`config.mk`:
```
export PLATFORM = sky130hd
export DESIGN_NAME = dram_fill_dma
export DESIGN_NICKNAME = d
export VERILOG_FILES = /design/src/rtl/dfd_pkg.sv /design/src/rtl/dfd_lane_mask.sv /design/src/rtl/dfd_engine.sv /design/src/rtl/dfd_regs.sv /design/src/rtl/dram_fill_dma.sv
export SDC_FILE = /design/constraint.sdc
export NUM_CORES = 1
export LEC_CHECK = 0
export ABC_AREA = 1
export BUFFER_PORTS_ARGS = -buffer_cell sky130_fd_sc_hd__buf_2
export CAP_MARGIN = 20
export CORE_MARGIN = 4
export CORE_UTILIZATION = 55
export CTS_BUF_LIST = sky130_fd_sc_hd__clkbuf_4 sky130_fd_sc_hd__clkbuf_8
export CTS_CLUSTER_SIZE = 28
export DETAILED_ROUTE_END_ITERATION = 10
export PLACE_DENSITY = 0.74
export SYNTH_ARGS = -nofsm -noshare
export SYNTH_HDL_FRONTEND = slang
export SYNTH_SLANG_ARGS = --single-unit
export TNS_END_PERCENT = 10
```
`constraint.sdc`:
```
create_clock -name clk -period 3.7 [get_ports clk]
set_input_delay 0.37 -clock clk [delete_from_list [all_inputs] [get_ports clk]]
set_output_delay 0.37 -clock clk [all_outputs]
set_load 0.02 [all_outputs]
```
`src/rtl/dfd_pkg.sv`:
```
package dfd_pkg;
    localparam int REG_DW = 32;

    localparam logic [7:0] OFS_CTRL = 8'h60;
    localparam logic [7:0] OFS_DST  = 8'h64;
    localparam logic [7:0] OFS_SRCL = 8'h68;
    localparam logic [7:0] OFS_SRCH = 8'h6C;
    localparam logic [7:0] OFS_LEN  = 8'h70;

    localparam int CB_START = 31;
    localparam int CB_EN    = 30;
    localparam int CB_TGT   = 24;
    localparam int CB_BUSY  = 17;
    localparam int CB_DONE  = 16;
    localparam int CB_SNOOP = 0;

    localparam logic [1:0] TGT_HOST = 2'b01;

    typedef enum logic [1:0] {
        ST_IDLE = 2'd0,
        ST_REQ  = 2'd1,
        ST_WAIT = 2'd2,
        ST_WR   = 2'd3
    } eng_st_e;
endpackage

```
`src/rtl/dfd_lane_mask.sv`:
```
module dfd_lane_mask #(
    parameter int LANES = 4,
    parameter int CW    = 32
) (
    input  logic [CW-1:0]    left_i,
    output logic [LANES-1:0] be_o
);
    for (genvar i = 0; i < LANES; i++) begin : g_lane
        assign be_o[i] = (left_i > CW'(i));
    end
endmodule

```
`src/rtl/dfd_engine.sv`:
```
module dfd_engine
    import dfd_pkg::*;
#(
    parameter int HAW = 64,
    parameter int SAW = 32,
    parameter int DW  = 32,
    parameter int CW  = 32
) (
    input  logic             clk,
    input  logic             rst_n,
    input  logic             start_i,
    input  logic             abort_i,
    input  logic             snoop_i,
    input  logic [HAW-1:0]   cfg_src_i,
    input  logic [SAW-1:0]   cfg_dst_i,
    input  logic [CW-1:0]    cfg_len_i,
    output logic             rd_req_valid_o,
    input  logic             rd_req_ready_i,
    output logic [HAW-1:0]   rd_req_addr_o,
    output logic             rd_req_snoop_o,
    input  logic             rd_rsp_valid_i,
    input  logic [DW-1:0]    rd_rsp_data_i,
    output logic             sram_we_o,
    output logic [SAW-1:0]   sram_addr_o,
    output logic [DW-1:0]    sram_wdata_o,
    output logic [DW/8-1:0]  sram_be_o,
    output logic             busy_o,
    output logic             fin_o
);
    localparam int STEP = DW / 8;

    typedef struct packed {
        eng_st_e         st;
        logic [HAW-1:0]  src;
        logic [SAW-1:0]  dst;
        logic [CW-1:0]   left;
        logic [DW-1:0]   wd;
        logic [STEP-1:0] be;
        logic            fin;
    } eng_s;

    eng_s q, d;
    logic [STEP-1:0] lane_be;

    dfd_lane_mask #(.LANES(STEP), .CW(CW)) u_mask (
        .left_i (q.left),
        .be_o   (lane_be)
    );

    always_comb begin
        d     = q;
        d.fin = 1'b0;
        unique case (q.st)
            ST_IDLE: begin
                if (start_i) begin
                    d.src  = cfg_src_i;
                    d.dst  = cfg_dst_i;
                    d.left = cfg_len_i;
                    if (cfg_len_i == '0) begin
                        d.fin = 1'b1;
                    end else begin
                        d.st = ST_REQ;
                    end
                end
            end
            ST_REQ: begin
                if (rd_req_ready_i) begin
                    d.st = ST_WAIT;
                end
            end
            ST_WAIT: begin
                if (rd_rsp_valid_i) begin
                    d.wd = rd_rsp_data_i;
                    d.be = lane_be;
                    d.st = ST_WR;
                end
            end
            ST_WR: begin
                d.src = q.src + HAW'(STEP);
                d.dst = q.dst + SAW'(STEP);
                if (q.left <= CW'(STEP)) begin
                    d.left = '0;
                    d.st   = ST_IDLE;
                    d.fin  = 1'b1;
                end else begin
                    d.left = q.left - CW'(STEP);
                    d.st   = ST_REQ;
                end
            end
            default: d.st = ST_IDLE;
        endcase
        if (abort_i) begin
            d.st  = ST_IDLE;
            d.fin = 1'b0;
        end
    end

    always_ff @(posedge clk or negedge rst_n) begin
        if (!rst_n) begin
            q <= '0;
        end else begin
            q <= d;
        end
    end

    assign rd_req_valid_o = (q.st == ST_REQ);
    assign rd_req_addr_o  = q.src;
    assign rd_req_snoop_o = snoop_i;
    assign sram_we_o      = (q.st == ST_WR);
    assign sram_addr_o    = q.dst;
    assign sram_wdata_o   = q.wd;
    assign sram_be_o      = q.be;
    assign busy_o         = (q.st != ST_IDLE);
    assign fin_o          = q.fin;

    AST_BE_LOW_RUN: assert property (@(posedge clk) disable iff (!rst_n)
        sram_we_o |-> (sram_be_o != '0) && ((sram_be_o & (sram_be_o + STEP'(1))) == '0));
    AST_ABORT_QUIET: assert property (@(posedge clk) disable iff (!rst_n)
        abort_i |=> !busy_o && !sram_we_o && !fin_o);
    AST_FIN_CAUSE: assert property (@(posedge clk) disable iff (!rst_n)
        fin_o |-> $past(sram_we_o) || $past(start_i && cfg_len_i == '0));
    AST_REQ_HELD: assert property (@(posedge clk) disable iff (!rst_n)
        rd_req_valid_o && !rd_req_ready_i && !abort_i |=> rd_req_valid_o && $stable(rd_req_addr_o));
endmodule

```
`src/rtl/dfd_regs.sv`:
```
module dfd_regs
    import dfd_pkg::*;
#(
    parameter int REG_AW = 8,
    parameter int HAW    = 64,
    parameter int SAW    = 32,
    parameter int CW     = 32
) (
    input  logic              clk,
    input  logic              rst_n,
    input  logic              reg_wr_i,
    input  logic [REG_AW-1:0] reg_addr_i,
    input  logic [REG_DW-1:0] reg_wdata_i,
    output logic [REG_DW-1:0] reg_rdata_o,
    input  logic              busy_i,
    input  logic              fin_i,
    output logic              start_o,
    output logic              abort_o,
    output logic              snoop_o,
    output logic [HAW-1:0]    cfg_src_o,
    output logic [SAW-1:0]    cfg_dst_o,
    output logic [CW-1:0]     cfg_len_o,
    output logic              irq_o
);
    typedef struct packed {
        logic [SAW-1:0] dst;
        logic [HAW-1:0] src;
        logic [CW-1:0]  len;
        logic           snoop;
        logic           en;
        logic [1:0]     tgt;
        logic           done;
        logic           irq;
    } reg_s;

    reg_s q, d;

    logic hit_ctrl, hit_dst, hit_srcl, hit_srch, hit_len;
    logic ctl_acc, cfg_acc;

    assign hit_ctrl = reg_wr_i && (reg_addr_i == REG_AW'(OFS_CTRL));
    assign hit_dst  = reg_wr_i && (reg_addr_i == REG_AW'(OFS_DST));
    assign hit_srcl = reg_wr_i && (reg_addr_i == REG_AW'(OFS_SRCL));
    assign hit_srch = reg_wr_i && (reg_addr_i == REG_AW'(OFS_SRCH));
    assign hit_len  = reg_wr_i && (reg_addr_i == REG_AW'(OFS_LEN));

    assign ctl_acc  = hit_ctrl && !(busy_i && reg_wdata_i[CB_START]);
    assign cfg_acc  = !busy_i;
    assign start_o  = hit_ctrl && reg_wdata_i[CB_START] && !busy_i;
    assign abort_o  = hit_ctrl && !reg_wdata_i[CB_START] && busy_i;

    always_comb begin
        d     = q;
        d.irq = fin_i && (q.tgt == TGT_HOST);
        if (cfg_acc && hit_dst) begin
            d.dst = SAW'(reg_wdata_i);
        end
        if (cfg_acc && hit_srcl) begin
            d.src[REG_DW-1:0] = reg_wdata_i;
        end
        if (cfg_acc && hit_srch) begin
            d.src[HAW-1:REG_DW] = reg_wdata_i[HAW-REG_DW-1:0];
        end
        if (cfg_acc && hit_len) begin
            d.len = CW'(reg_wdata_i);
        end
        if (ctl_acc) begin
            d.snoop = reg_wdata_i[CB_SNOOP];
            d.en    = reg_wdata_i[CB_EN];
            d.tgt   = reg_wdata_i[CB_TGT+1:CB_TGT];
            if (reg_wdata_i[CB_DONE]) begin
                d.done = 1'b0;
            end
        end
        if (fin_i) begin
            d.done = 1'b1;
        end
    end

    always_ff @(posedge clk or negedge rst_n) begin
        if (!rst_n) begin
            q <= '0;
        end else begin
            q <= d;
        end
    end

    always_comb begin
        reg_rdata_o = '0;
        if (reg_addr_i == REG_AW'(OFS_CTRL)) begin
            reg_rdata_o[CB_START]          = busy_i;
            reg_rdata_o[CB_EN]             = q.en;
            reg_rdata_o[CB_TGT+1:CB_TGT]   = q.tgt;
            reg_rdata_o[CB_BUSY]           = busy_i;
            reg_rdata_o[CB_DONE]           = q.done;
            reg_rdata_o[CB_SNOOP]          = q.snoop;
        end else if (reg_addr_i == REG_AW'(OFS_DST)) begin
            reg_rdata_o = REG_DW'(q.dst);
        end else if (reg_addr_i == REG_AW'(OFS_SRCL)) begin
            reg_rdata_o = q.src[REG_DW-1:0];
        end else if (reg_addr_i == REG_AW'(OFS_SRCH)) begin
            reg_rdata_o = REG_DW'(q.src[HAW-1:REG_DW]);
        end else if (reg_addr_i == REG_AW'(OFS_LEN)) begin
            reg_rdata_o = REG_DW'(q.len);
        end
    end

    assign snoop_o   = q.snoop;
    assign cfg_src_o = q.src;
    assign cfg_dst_o = q.dst;
    assign cfg_len_o = q.len;
    assign irq_o     = q.irq;

    AST_CFG_FROZEN: assert property (@(posedge clk) disable iff (!rst_n)
        busy_i && reg_wr_i && reg_addr_i != REG_AW'(OFS_CTRL) |=> $stable(q.dst) && $stable(q.src) && $stable(q.len));
    AST_IRQ_SOURCE: assert property (@(posedge clk) disable iff (!rst_n)
        irq_o |-> $past(fin_i) && $past(q.tgt) == TGT_HOST);
    AST_DONE_RISE: assert property (@(posedge clk) disable iff (!rst_n)
        $rose(q.done) |-> $past(fin_i));
    AST_ABORT_NO_DONE: assert property (@(posedge clk) disable iff (!rst_n)
        abort_o && !q.done |=> !q.done && !irq_o);
endmodule

```
`src/rtl/dram_fill_dma.sv`:
```
module dram_fill_dma
    import dfd_pkg::*;
#(
    parameter int REG_AW = 8,
    parameter int SAW    = 32,
    parameter int DW     = 32,
    parameter int CW     = 32
) (
    input  logic              clk,
    input  logic              rst_n,
    input  logic              reg_wr,
    input  logic [REG_AW-1:0] reg_addr,
    input  logic [31:0]       reg_wdata,
    output logic [31:0]       reg_rdata,
    output logic              rd_req_valid,
    input  logic              rd_req_ready,
    output logic [63:0]       rd_req_addr,
    output logic              rd_req_snoop,
    input  logic              rd_rsp_valid,
    input  logic [DW-1:0]     rd_rsp_data,
    output logic              sram_we,
    output logic [SAW-1:0]    sram_addr,
    output logic [DW-1:0]     sram_wdata,
    output logic [DW/8-1:0]   sram_be,
    output logic              irq_host
);
    localparam int HAW = 2 * REG_DW;

    logic           start, abort, snoop, busy, fin;
    logic [HAW-1:0] cfg_src;
    logic [SAW-1:0] cfg_dst;
    logic [CW-1:0]  cfg_len;

    dfd_regs #(.REG_AW(REG_AW), .HAW(HAW), .SAW(SAW), .CW(CW)) u_regs (
        .clk         (clk),
        .rst_n       (rst_n),
        .reg_wr_i    (reg_wr),
        .reg_addr_i  (reg_addr),
        .reg_wdata_i (reg_wdata),
        .reg_rdata_o (reg_rdata),
        .busy_i      (busy),
        .fin_i       (fin),
        .start_o     (start),
        .abort_o     (abort),
        .snoop_o     (snoop),
        .cfg_src_o   (cfg_src),
        .cfg_dst_o   (cfg_dst),
        .cfg_len_o   (cfg_len),
        .irq_o       (irq_host)
    );

    dfd_engine #(.HAW(HAW), .SAW(SAW), .DW(DW), .CW(CW)) u_eng (
        .clk            (clk),
        .rst_n          (rst_n),
        .start_i        (start),
        .abort_i        (abort),
        .snoop_i        (snoop),
        .cfg_src_i      (cfg_src),
        .cfg_dst_i      (cfg_dst),
        .cfg_len_i      (cfg_len),
        .rd_req_valid_o (rd_req_valid),
        .rd_req_ready_i (rd_req_ready),
        .rd_req_addr_o  (rd_req_addr),
        .rd_req_snoop_o (rd_req_snoop),
        .rd_rsp_valid_i (rd_rsp_valid),
        .rd_rsp_data_i  (rd_rsp_data),
        .sram_we_o      (sram_we),
        .sram_addr_o    (sram_addr),
        .sram_wdata_o   (sram_wdata),
        .sram_be_o      (sram_be),
        .busy_o         (busy),
        .fin_o          (fin)
    );
endmodule

```
Word level (Yosys, flattened, before mapping)
Cells that the tools add are included.

storage, ports and cells
  output and inout bits = 168
  word-level logic and storage cells = 95
  input port bits = 77
  register bits = 301

cells by class
  multiplexer cells = 28
  magnitude comparators = 5
  equal/unequal tests = 14
  reduce and logical (&&, ||, !) cells = 29
  add/sub/neg operators = 3

operator list
  operator                 number
  $pmux W128 S2            1
  $mux W32                 5
  $mux W130                1
  $add A64 B3 Y64 const B  1
  $gt A32 B1 Y1 const B    2
  $gt A32 B2 Y1 const B    2
  $eq A8 B7 Y1 const B     5
  $add A32 B3 Y32 const B  1
  $le A32 B3 Y1 const B    1
  $logic_not A32 Y1        1
  $sub A32 B3 Y32 const B  1
  $logic_and A1 B1 Y1      16
  $mux W15                 1
  $mux W2                  7
  $mux W1                  9
  $ne A3 B3 Y1 const B     3
  $pmux W2 S4              1
  $reduce_bool A2 Y1       4
  $mux W6                  1
  $reduce_and A2 Y1        3
  $eq A2 B1 Y1 const B     2
  $eq A2 B2 Y1 const B     2
  $mux W4                  1
  $reduce_and A4 Y1        1
  other kinds (5)          7

Depth between registers and ports, before layout
Gate-level depths: netlist of the first run.

  depth after elaboration = 7
  gate-level depth with buffers = 12
  depth with buffers taken out = 12

By module
From an unflattened synthesis of the first run, not the netlist that was laid out.

unflattened totals
  cells, all modules = 2,876
  area, all modules = 19,961.6 um2

by module, submodules not included
  module         seq. area each (um2)  cells an instance  instances  area an instance (um2)
  dfd_engine     4,179.0               1,891              1          12,403.1
  dfd_regs       3,353.2               938                1          7,363.3
  dfd_lane_mask  0.0                   47                 1          195.2

Worst setup path after synthesis of the first run
No wires, ideal clock.

  kind = input-to-output
  start = in reg_addr[7]
  end = out reg_rdata[23]
  path buffers = 2
  slack = 1,581 ps
  stages on the path = 7
  data required time = 3,330 ps
  arrival time = 1,749 ps
  cell sequence = inv_1 nand3_1 nor2_2 nand4_1 clkbuf_1 clkbuf_1 o21ai_0

on the way
  word-level cells in the longest chain between the ends = 6
  elaborated cells between the ends (all ways) = 10
  classes of those cells = 5 x eq/ne; 5 x mux

RTL lines
  element       RTL line             RTL
  from (decl)   dram_fill_dma.sv:12  input logic [REG_AW-1:0] reg_addr,
  $eq A8 B7 Y1  dfd_regs.sv:103      end else if (reg_addr_i == REG_AW'(OFS_LEN)) begin
  $mux W32      dfd_regs.sv:103
  $mux W32      dfd_regs.sv:101      end else if (reg_addr_i == REG_AW'(OFS_SRCH)) begin
  $mux W32      dfd_regs.sv:99       end else if (reg_addr_i == REG_AW'(OFS_SRCL)) begin
  $mux W32      dfd_regs.sv:97       end else if (reg_addr_i == REG_AW'(OFS_DST)) begin
  $mux W6 *     dfd_regs.sv:90       if (reg_addr_i == REG_AW'(OFS_CTRL)) begin
  to (decl)     dram_fill_dma.sv:14  output logic [31:0] reg_rdata,

Mark *: on every way between the ends. The rest lies on a longest branch, timed or not.

Worst setup path after layout of the first run
  start = in reg_addr[7]
  end = out reg_rdata[29]

on the way
  word-level cells in the longest chain between the ends = 6
  elaborated cells between the ends (all ways) = 10
  classes of those cells = 5 x eq/ne; 5 x mux

RTL lines
  element       RTL line
  $eq A8 B7 Y1  dfd_regs.sv:103
  $mux W32      dfd_regs.sv:103
  $mux W32      dfd_regs.sv:101
  $mux W32      dfd_regs.sv:99
  $mux W32      dfd_regs.sv:97
  $mux W4 *     dfd_regs.sv:90

Marks and branches as above.

==> results of run 1 <==
==> layout make-up <==
type,instances,area share [%]
sequential,301,36.98
clock inverter,9,0.3809
inverter,275,5.074
multi-input combinational,1842,41.14
timing repair buffer,301,8.735
clock buffer,80,4.976
tap,442,2.715
==> state kept, by name, summed over array words and instances, names as in the netlist <==
signal	cells
u_eng.rd_req_addr_o	64
u_regs.cfg_src_o	64
u_eng.q	34
u_eng.sram_addr_o	32
u_eng.sram_wdata_o	32
u_regs.cfg_dst_o	32
u_regs.cfg_len_o	32
u_eng.sram_be_o	4
u_regs.q	4
u_eng.fin_o	1
u_regs.irq_o	1
u_regs.snoop_o	1
==> cell usage in the layout (no fill, tap or decap), types with 21 or more instances in the layout <==
master,instances
a21oi_1,57
buf_2,243
buf_4,21
clkbuf_8,66
dfrtp_1,301
dlygate4sd3_1,33
inv_1,264
nand2_1,828
nand3_1,198
nand4_1,37
nor2_1,273
nor3_1,34
o211ai_1,23
o21ai_0,248
xor2_1,22
==> cells by family (layout without fill, tap and decap cells) <==
kind of cell | count (synthesis) | after routing | synth area share, %
and+or+nand+nor | 1417 | 1417 | 32.29
AOI/OAI and AO/OA | 383 | 383 | 11.22
buffers and inverters | 497 | 665 | 13.17
DFF | 301 | 301 | 41.15
adders and majority gates | 8 | 8 | 0.5469
xor gates and xnor gates | 34 | 34 | 1.627
==> per-layer routing <==
layer  share of wire (%)  wire length (um)  global-route usage [%]  vias up
met2                  45             29040                   54.26     1003
li1                    -                 -                       -     8578
met5                   0                 0                       0        -
met4                 4.4              2868                   14.36        0
met1                  40             26110                   47.58     8665
met3                  10              6638                   7.360      154
==> worst register-to-register path, cell delays in order (launching register included) <==
cell	delay, ns
dfrtp_1	0.41
inv_1	0.10
ha_1	0.36
clkinv_1	0.18
nand3_4	0.40
inv_2	0.81
nand2_1	0.15
o21ai_0	0.13
nor2_1	0.05
==> timing repair <==
item	in CTS	in global routing
endpoints found under the hold margin	119	0
hold buffers	33	0
resized for setup	0	0
==> metrics by stage <==
| step | area [um^2] | util (%) | hold WS [ns] | instances | worst slack, ns |
|---|---|---|---|---|---|
| after CTS | 20350 | 62.22 | 0.08424 | 3249 | 1.002 |
| final | 20370 | 62.29 | 0.09292 | 3250 | 0.9630 |
| after detailed placement | 18930 | 57.88 | 0.4577 | 3127 | 0.8604 |
| after global routing | 20370 | 62.29 | 0.1150 | 3250 | 0.7501 |
| after global placement | 18930 | 57.88 | 0.4446 | 3127 | 0.9592 |
| after floorplan | 18300 | - | 0.07441 | 2640 | 1.581 |
==> final timing paths <==
path,endpoint,slack [ns],depth (start not counted)
setup reg to reg,u_eng.rd_req_addr_o[41],0.99,8
hold reg to reg,u_eng.sram_wdata_o[14],0.47,2
min in group asynchronous,u_eng.rd_req_addr_o[7],0.37,2
hold / removal,u_regs.cfg_src_o[33],0.09,3
max in group asynchronous,u_eng.sram_addr_o[6],2.31,3
setup / recovery,reg_rdata[29],0.96,10
==> power by group <==
group	leakage (nW)	switching (mW)	total, mW	internal [mW]
Sequential	4.03	0.927	4.96	4.03
Combinational	5.41	4.54	6.48	1.94
Clock	0.573	1.43	3.23	1.80
Total	10.0	6.90	14.7	7.77
==> impl_metrics.tcl, run 1 <==
set metrics [dict create \
    irDropWorstVdd_mv 0.6049 \
    yosys_most_used_dff "dfrtp_1" \
    detailed_route_wire_length_per_cell_um 19.89 \
    netlist_area_um2 18300 \
    core_box_area_um2 32700 \
    route.antenna.remaining_nets 0 \
    maxCapViolations 0 \
    htreeDepth 2 \
    numCtsBuffers 52 \
    synthDominantCellAreaShare_pct 41.15 \
    drt_wl_total_mm 64.65 \
    post-route-period-util_pct 73.97 \
    dr.first_iter.drc_count 1878 \
    post_route_cells_drive_above_1_share_pct 14.39 \
    drc 0 \
    cts.sinks 301 \
    clkLatencyLatePin_ns 0.62 \
    worst_path_largest_cell_delay_ns 0.34 \
    final_period_minus_worst_setup_slack_ns 2.737 \
    path_clk_slew_ns 0.06 \
    regArea_um2 7532 \
    grt_pass1_vias 17427 \
    synth_largest_area_cell "dfrtp_1" \
    endpoint_kind "primary output" \
    tritoncts "done" \
    synth.lib_cells_used.distinct 45 \
    vias_per_cell 5.662 \
    multi_input_area_um2 8379 \
    crit_fanout 27 \
    hold_path_startpoint "reg_wdata[1]" \
    synth.top_cells.by_area "dfrtp_1 (41%), nand2_1 (17%), o21ai_0 (6.8%)" \
    insertedDiodeCount 0 \
    die_w_um 190.4 \
    clk_path_buf_depth 3 \
    syn_nets 2725 \
    track_usage_pct 34.79 \
    row_count 66 \
    synth_warnings 0 \
    p_per_area_nw_per_um2 720.2 \
    firstDrtPassIters 7 \
    grt_remaining_overflow 0 \
    timing_hold_violations_final 0 \
    unrepaired_setup_endpoints_after_global_routing "no" \
    synthTopCellsByCount "nand2_1 (830), dfrtp_1 (301), nor2_1 (273), inv_1 (265), o21ai_0 (248)" \
    worst-endpoint-arrival_ns 2.37 \
    hp-class "input pin to register" \
    syn_area_per_cell_um2 6.933 \
    async_reset_ff_share_pct 100.0 \
    critical_path.startpoint_type "input pin" \
    grt_first_pass_wirelength_mm 98.72 \
    detailroute.via_count 18400 \
    slew-limit-headroom_pct 37.13 \
    dp.final_hpwl_mm 47.26 \
    worstSetupStartpoint "reg_addr[7]" \
    grt_antenna_before_repair 0 \
    initial_utilization_pct 55.97 \
    globalplace.congestion 0.9744 \
    buffering_stage_count_on_the_worst_path_with_inverters_included 4 \
    number_of_buffer_cells_added_on_primary_ports 244 \
    slowest_stage "buf_4" \
    netlist_instances 2640 \
    synth_seq_area_share_pct 41.15 \
    report.final.slew_viol_count 0 \
    postCtsSetupBuffers 0 \
    report.final.setup_viol 0 \
    fin_worst_skew_ns 0.02155 \
    num-fill-cells 3094 \
    origin_of_the_critical_flop_to_flop_path "u_eng.q[165]" \
    synth.ff_latch_count 301 \
    cell_chain_of_the_critical_path "buf_2 > inv_1 > nand3_1 > nor2_2 > nand2_2 > buf_4 > o211ai_1 > o21ai_0 > o21ai_0 > buf_2" \
    outcome "completed" \
    nets 2858 \
    power_mw 14.67 \
    die_height_um 190.4 \
    worstSetupPathType "input pin to primary output" \
    yosys.cell_count.top_type "nand2_1" \
    p_leak_nw 10.02 \
    critical_path_required_ns 3.33 \
    achievable-frequency_mhz 365.4 \
    die_area_um2 36260 \
    ctsRootBufferMaster "clkbuf_8" \
    area_added_between_synthesis_and_finish_pct 11.28 \
    floorplan.io_pins 245 \
    worst_path_dominant_cell_family "buffers and inverters" \
    final.setup.tns_ns 0 \
    grt_max_degree 99 \
    tightestPinTransition_ns 0.9373 \
    number_of_enable_flip_flop_cells_after_synthesis 0 \
]
Note: power is estimated with default switching activity, not from simulation.
==> inputs of run 2 (changes only) <==
--- a/config.mk
+++ b/config.mk
@@ -13,7 +13,7 @@
 export CTS_BUF_LIST = sky130_fd_sc_hd__clkbuf_4 sky130_fd_sc_hd__clkbuf_8
 export CTS_CLUSTER_SIZE = 28
 export DETAILED_ROUTE_END_ITERATION = 10
-export PLACE_DENSITY = 0.74
+export PLACE_DENSITY = 0.77
 export SYNTH_ARGS = -nofsm -noshare
 export SYNTH_HDL_FRONTEND = slang
 export SYNTH_SLANG_ARGS = --single-unit
==> constraint.sdc (replaced) <==
create_clock -name clk -period 2.5 [get_ports clk]
set_input_delay 0.25 -clock clk [delete_from_list [all_inputs] [get_ports clk]]
set_output_delay 0.25 -clock clk [all_outputs]
set_load 0.02 [all_outputs]
==> run 2 against run 1 <==
  * Cell count increased by 1.7%
  * Sequential power increased by 47%
  * Sequential share of layout area decreased by 1.1 points
  * Critical path type is now register to primary output
==> impl_metrics.tcl, run 2 (synthesis gave the netlist of run 1 again) <==
set metrics [dict create \
    place_ws_ns 0.1157 \
    achievable-frequency_mhz 415.9 \
    tritoncts "done" \
    grt_antenna_before_repair 3 \
    hold_path_startpoint "reg_wdata[14]" \
    routedLengthMet1_mm 26.45 \
    drt_wl_total_mm 66.18 \
    critical_path_required_ns 2.25 \
    final_period_minus_worst_setup_slack_ns 2.405 \
    nets 2909 \
    vias_per_cell 5.708 \
    clk_path_buf_depth 3 \
    p_per_area_nw_per_um2 1068 \
    ctsRootBufferMaster "clkbuf_8" \
    worst_slack_ns 0.09536 \
    grt_max_degree 85 \
    critical_path.startpoint_type "register" \
    htreeDepth 2 \
    numCtsBuffers 54 \
    maxCapViolations 0 \
    dr.first_iter.drc_count 2126 \
    post-route-period-util_pct 96.19 \
    origin_of_the_critical_flop_to_flop_path "u_eng.rd_req_addr_o[3]" \
    final_cell_count_no_fill 3306 \
    postCtsSetupBuffers 0 \
    most-common-layout-cells "nand2_1 (828), dfrtp_1 (300), nor2_1 (272)" \
    die_area_um2 36260 \
    detailroute.via_count 18871 \
    outcome "completed" \
    crit_fanout 5 \
    clkLatencyLatePin_ns 0.62 \
    final.setup.tns_ns 0 \
    firstDrtPassIters 6 \
    slew-limit-headroom_pct 49.55 \
    die_height_um 190.4 \
    path_clk_slew_ns 0.06 \
    worst-endpoint-arrival_ns 2.15 \
    dp.final_hpwl_mm 48.80 \
    drc 0 \
    cell_count_after_placement 3162 \
    irDropWorstVdd_mv 0.8693 \
    p_leak_nw 10.35 \
    detailed_route_wire_length_per_cell_um 20.02 \
    hp-class "input pin to register" \
    die_w_um 190.4 \
    worstSetupPathType "register to primary output" \
    grt_pass1_vias 17932 \
    fin_worst_skew_ns 0.02218 \
    track_usage_pct 35.93 \
    power_mw 22.41 \
    timing_hold_violations_final 0 \
    grt_remaining_overflow 0 \
    grt_first_pass_wirelength_mm 102.1 \
    endpoint_of_the_lowest_slack_register_to_register_path "u_eng.rd_req_addr_o[60]" \
    core_box_area_um2 32700 \
    area_added_between_synthesis_and_finish_pct 14.64 \
    row_count 66 \
    insertedDiodeCount 0 \
    report.final.slew_viol_count 0 \
    routed.top_layer "met5" \
    cts.sinks 301 \
    endpoint_kind "primary output" \
    floorplan.io_pins 245 \
    layout_commonest_cell "nand2_1" \
    detailroute.wirelength.met2_mm 29.91 \
    tightestPinTransition_ns 0.7556 \
    route.antenna.remaining_nets 0 \
    total_met3_wirelength_after_detailed_routing_mm 6.928 \
    num-fill-cells 3018 \
    ff2ff_setup_slack_ns 0.26 \
    hold-path-cell-count 3 \
    globalplace.congestion 0.9734 \
    initial_utilization_pct 55.97 \
    hold_end "u_regs.cfg_src_o[46]" \
    report.final.setup_viol 0 \
    r2r.worst_path.cells 12 \
    unrepaired_setup_endpoints_after_global_routing "no" \
    number_of_buffer_cells_added_on_primary_ports 244 \
    post_route_cells_drive_above_1_share_pct 15.68 \
]
## run 2: worst max-delay path by stage
stage | slack (ns) | endpoint | startpoint
3_3_place_gp | 0.17 | u_eng.rd_req_addr_o[46] | u_eng.rd_req_addr_o[2]
2_1_floorplan | 0.62 | reg_rdata[23] | reg_addr[7]
3_5_place_dp | 0.12 | u_eng.rd_req_addr_o[38] | u_eng.rd_req_addr_o[2]
5_1_grt | 0.03 | reg_rdata[31] | u_eng.q[165]
4_1_cts | 0.08 | reg_rdata[31] | u_eng.q[165]
6_report | 0.1 | reg_rdata[31] | u_eng.q[165]
## run 2: what timing repair did
item,4_1_cts,5_1_grt
endpoints found under the hold margin,126,0
hold buffers,47,0
resized for setup,1,3
endpoints found under the setup margin,1,7
## run 2: final cells by class
class | instances | area (um^2) | share of cell area [%]
multi-input cells | 1842 | 8389 | 39.98
flip-flops and latches | 301 | 7533 | 35.90
repair buffers | 350 | 2298 | 10.95
inverters | 275 | 1033 | 4.925
clock buffers | 80 | 1032 | 4.920
well taps | 442 | 553.0 | 2.636
clock inverters | 16 | 142.6 | 0.6798
## run 2: power breakdown
group          leakage [nW]  total (mW)  switching, mW  internal, mW
sequential             4.03        7.30           1.32          5.97
clock                 0.629        5.05           2.20          2.86
combinational          5.69        10.1           6.91          3.16
## run 2: metrics by stage
step / instance area (um^2) / util, % / hold WS, ns
final: 20980 / 64.16 / 0.02016
after global routing: 20980 / 64.16 / 0.01150
after CTS: 20960 / 64.10 / 0.001118
after detailed placement: 19310 / 59.06 / 0.2527
after global placement: 19310 / 59.06 / 0.2399
after floorplan: 18300 / - / -0.04559
## run 2: critical path, stage by stage, from the launching register on
cell and delay (ns):
dfrtp_1 0.43, inv_1 0.13, ha_2 0.29, inv_1 0.12
nand2_1 0.17, o211ai_1 0.17, buf_2 0.20
## run 2: layer usage
layer,global-route usage [%],vias to the layer above
met4,13.92,6
met1,48.66,8924
met5,0,-
li1,-,8692
met2,56.42,1059
met3,8.404,190
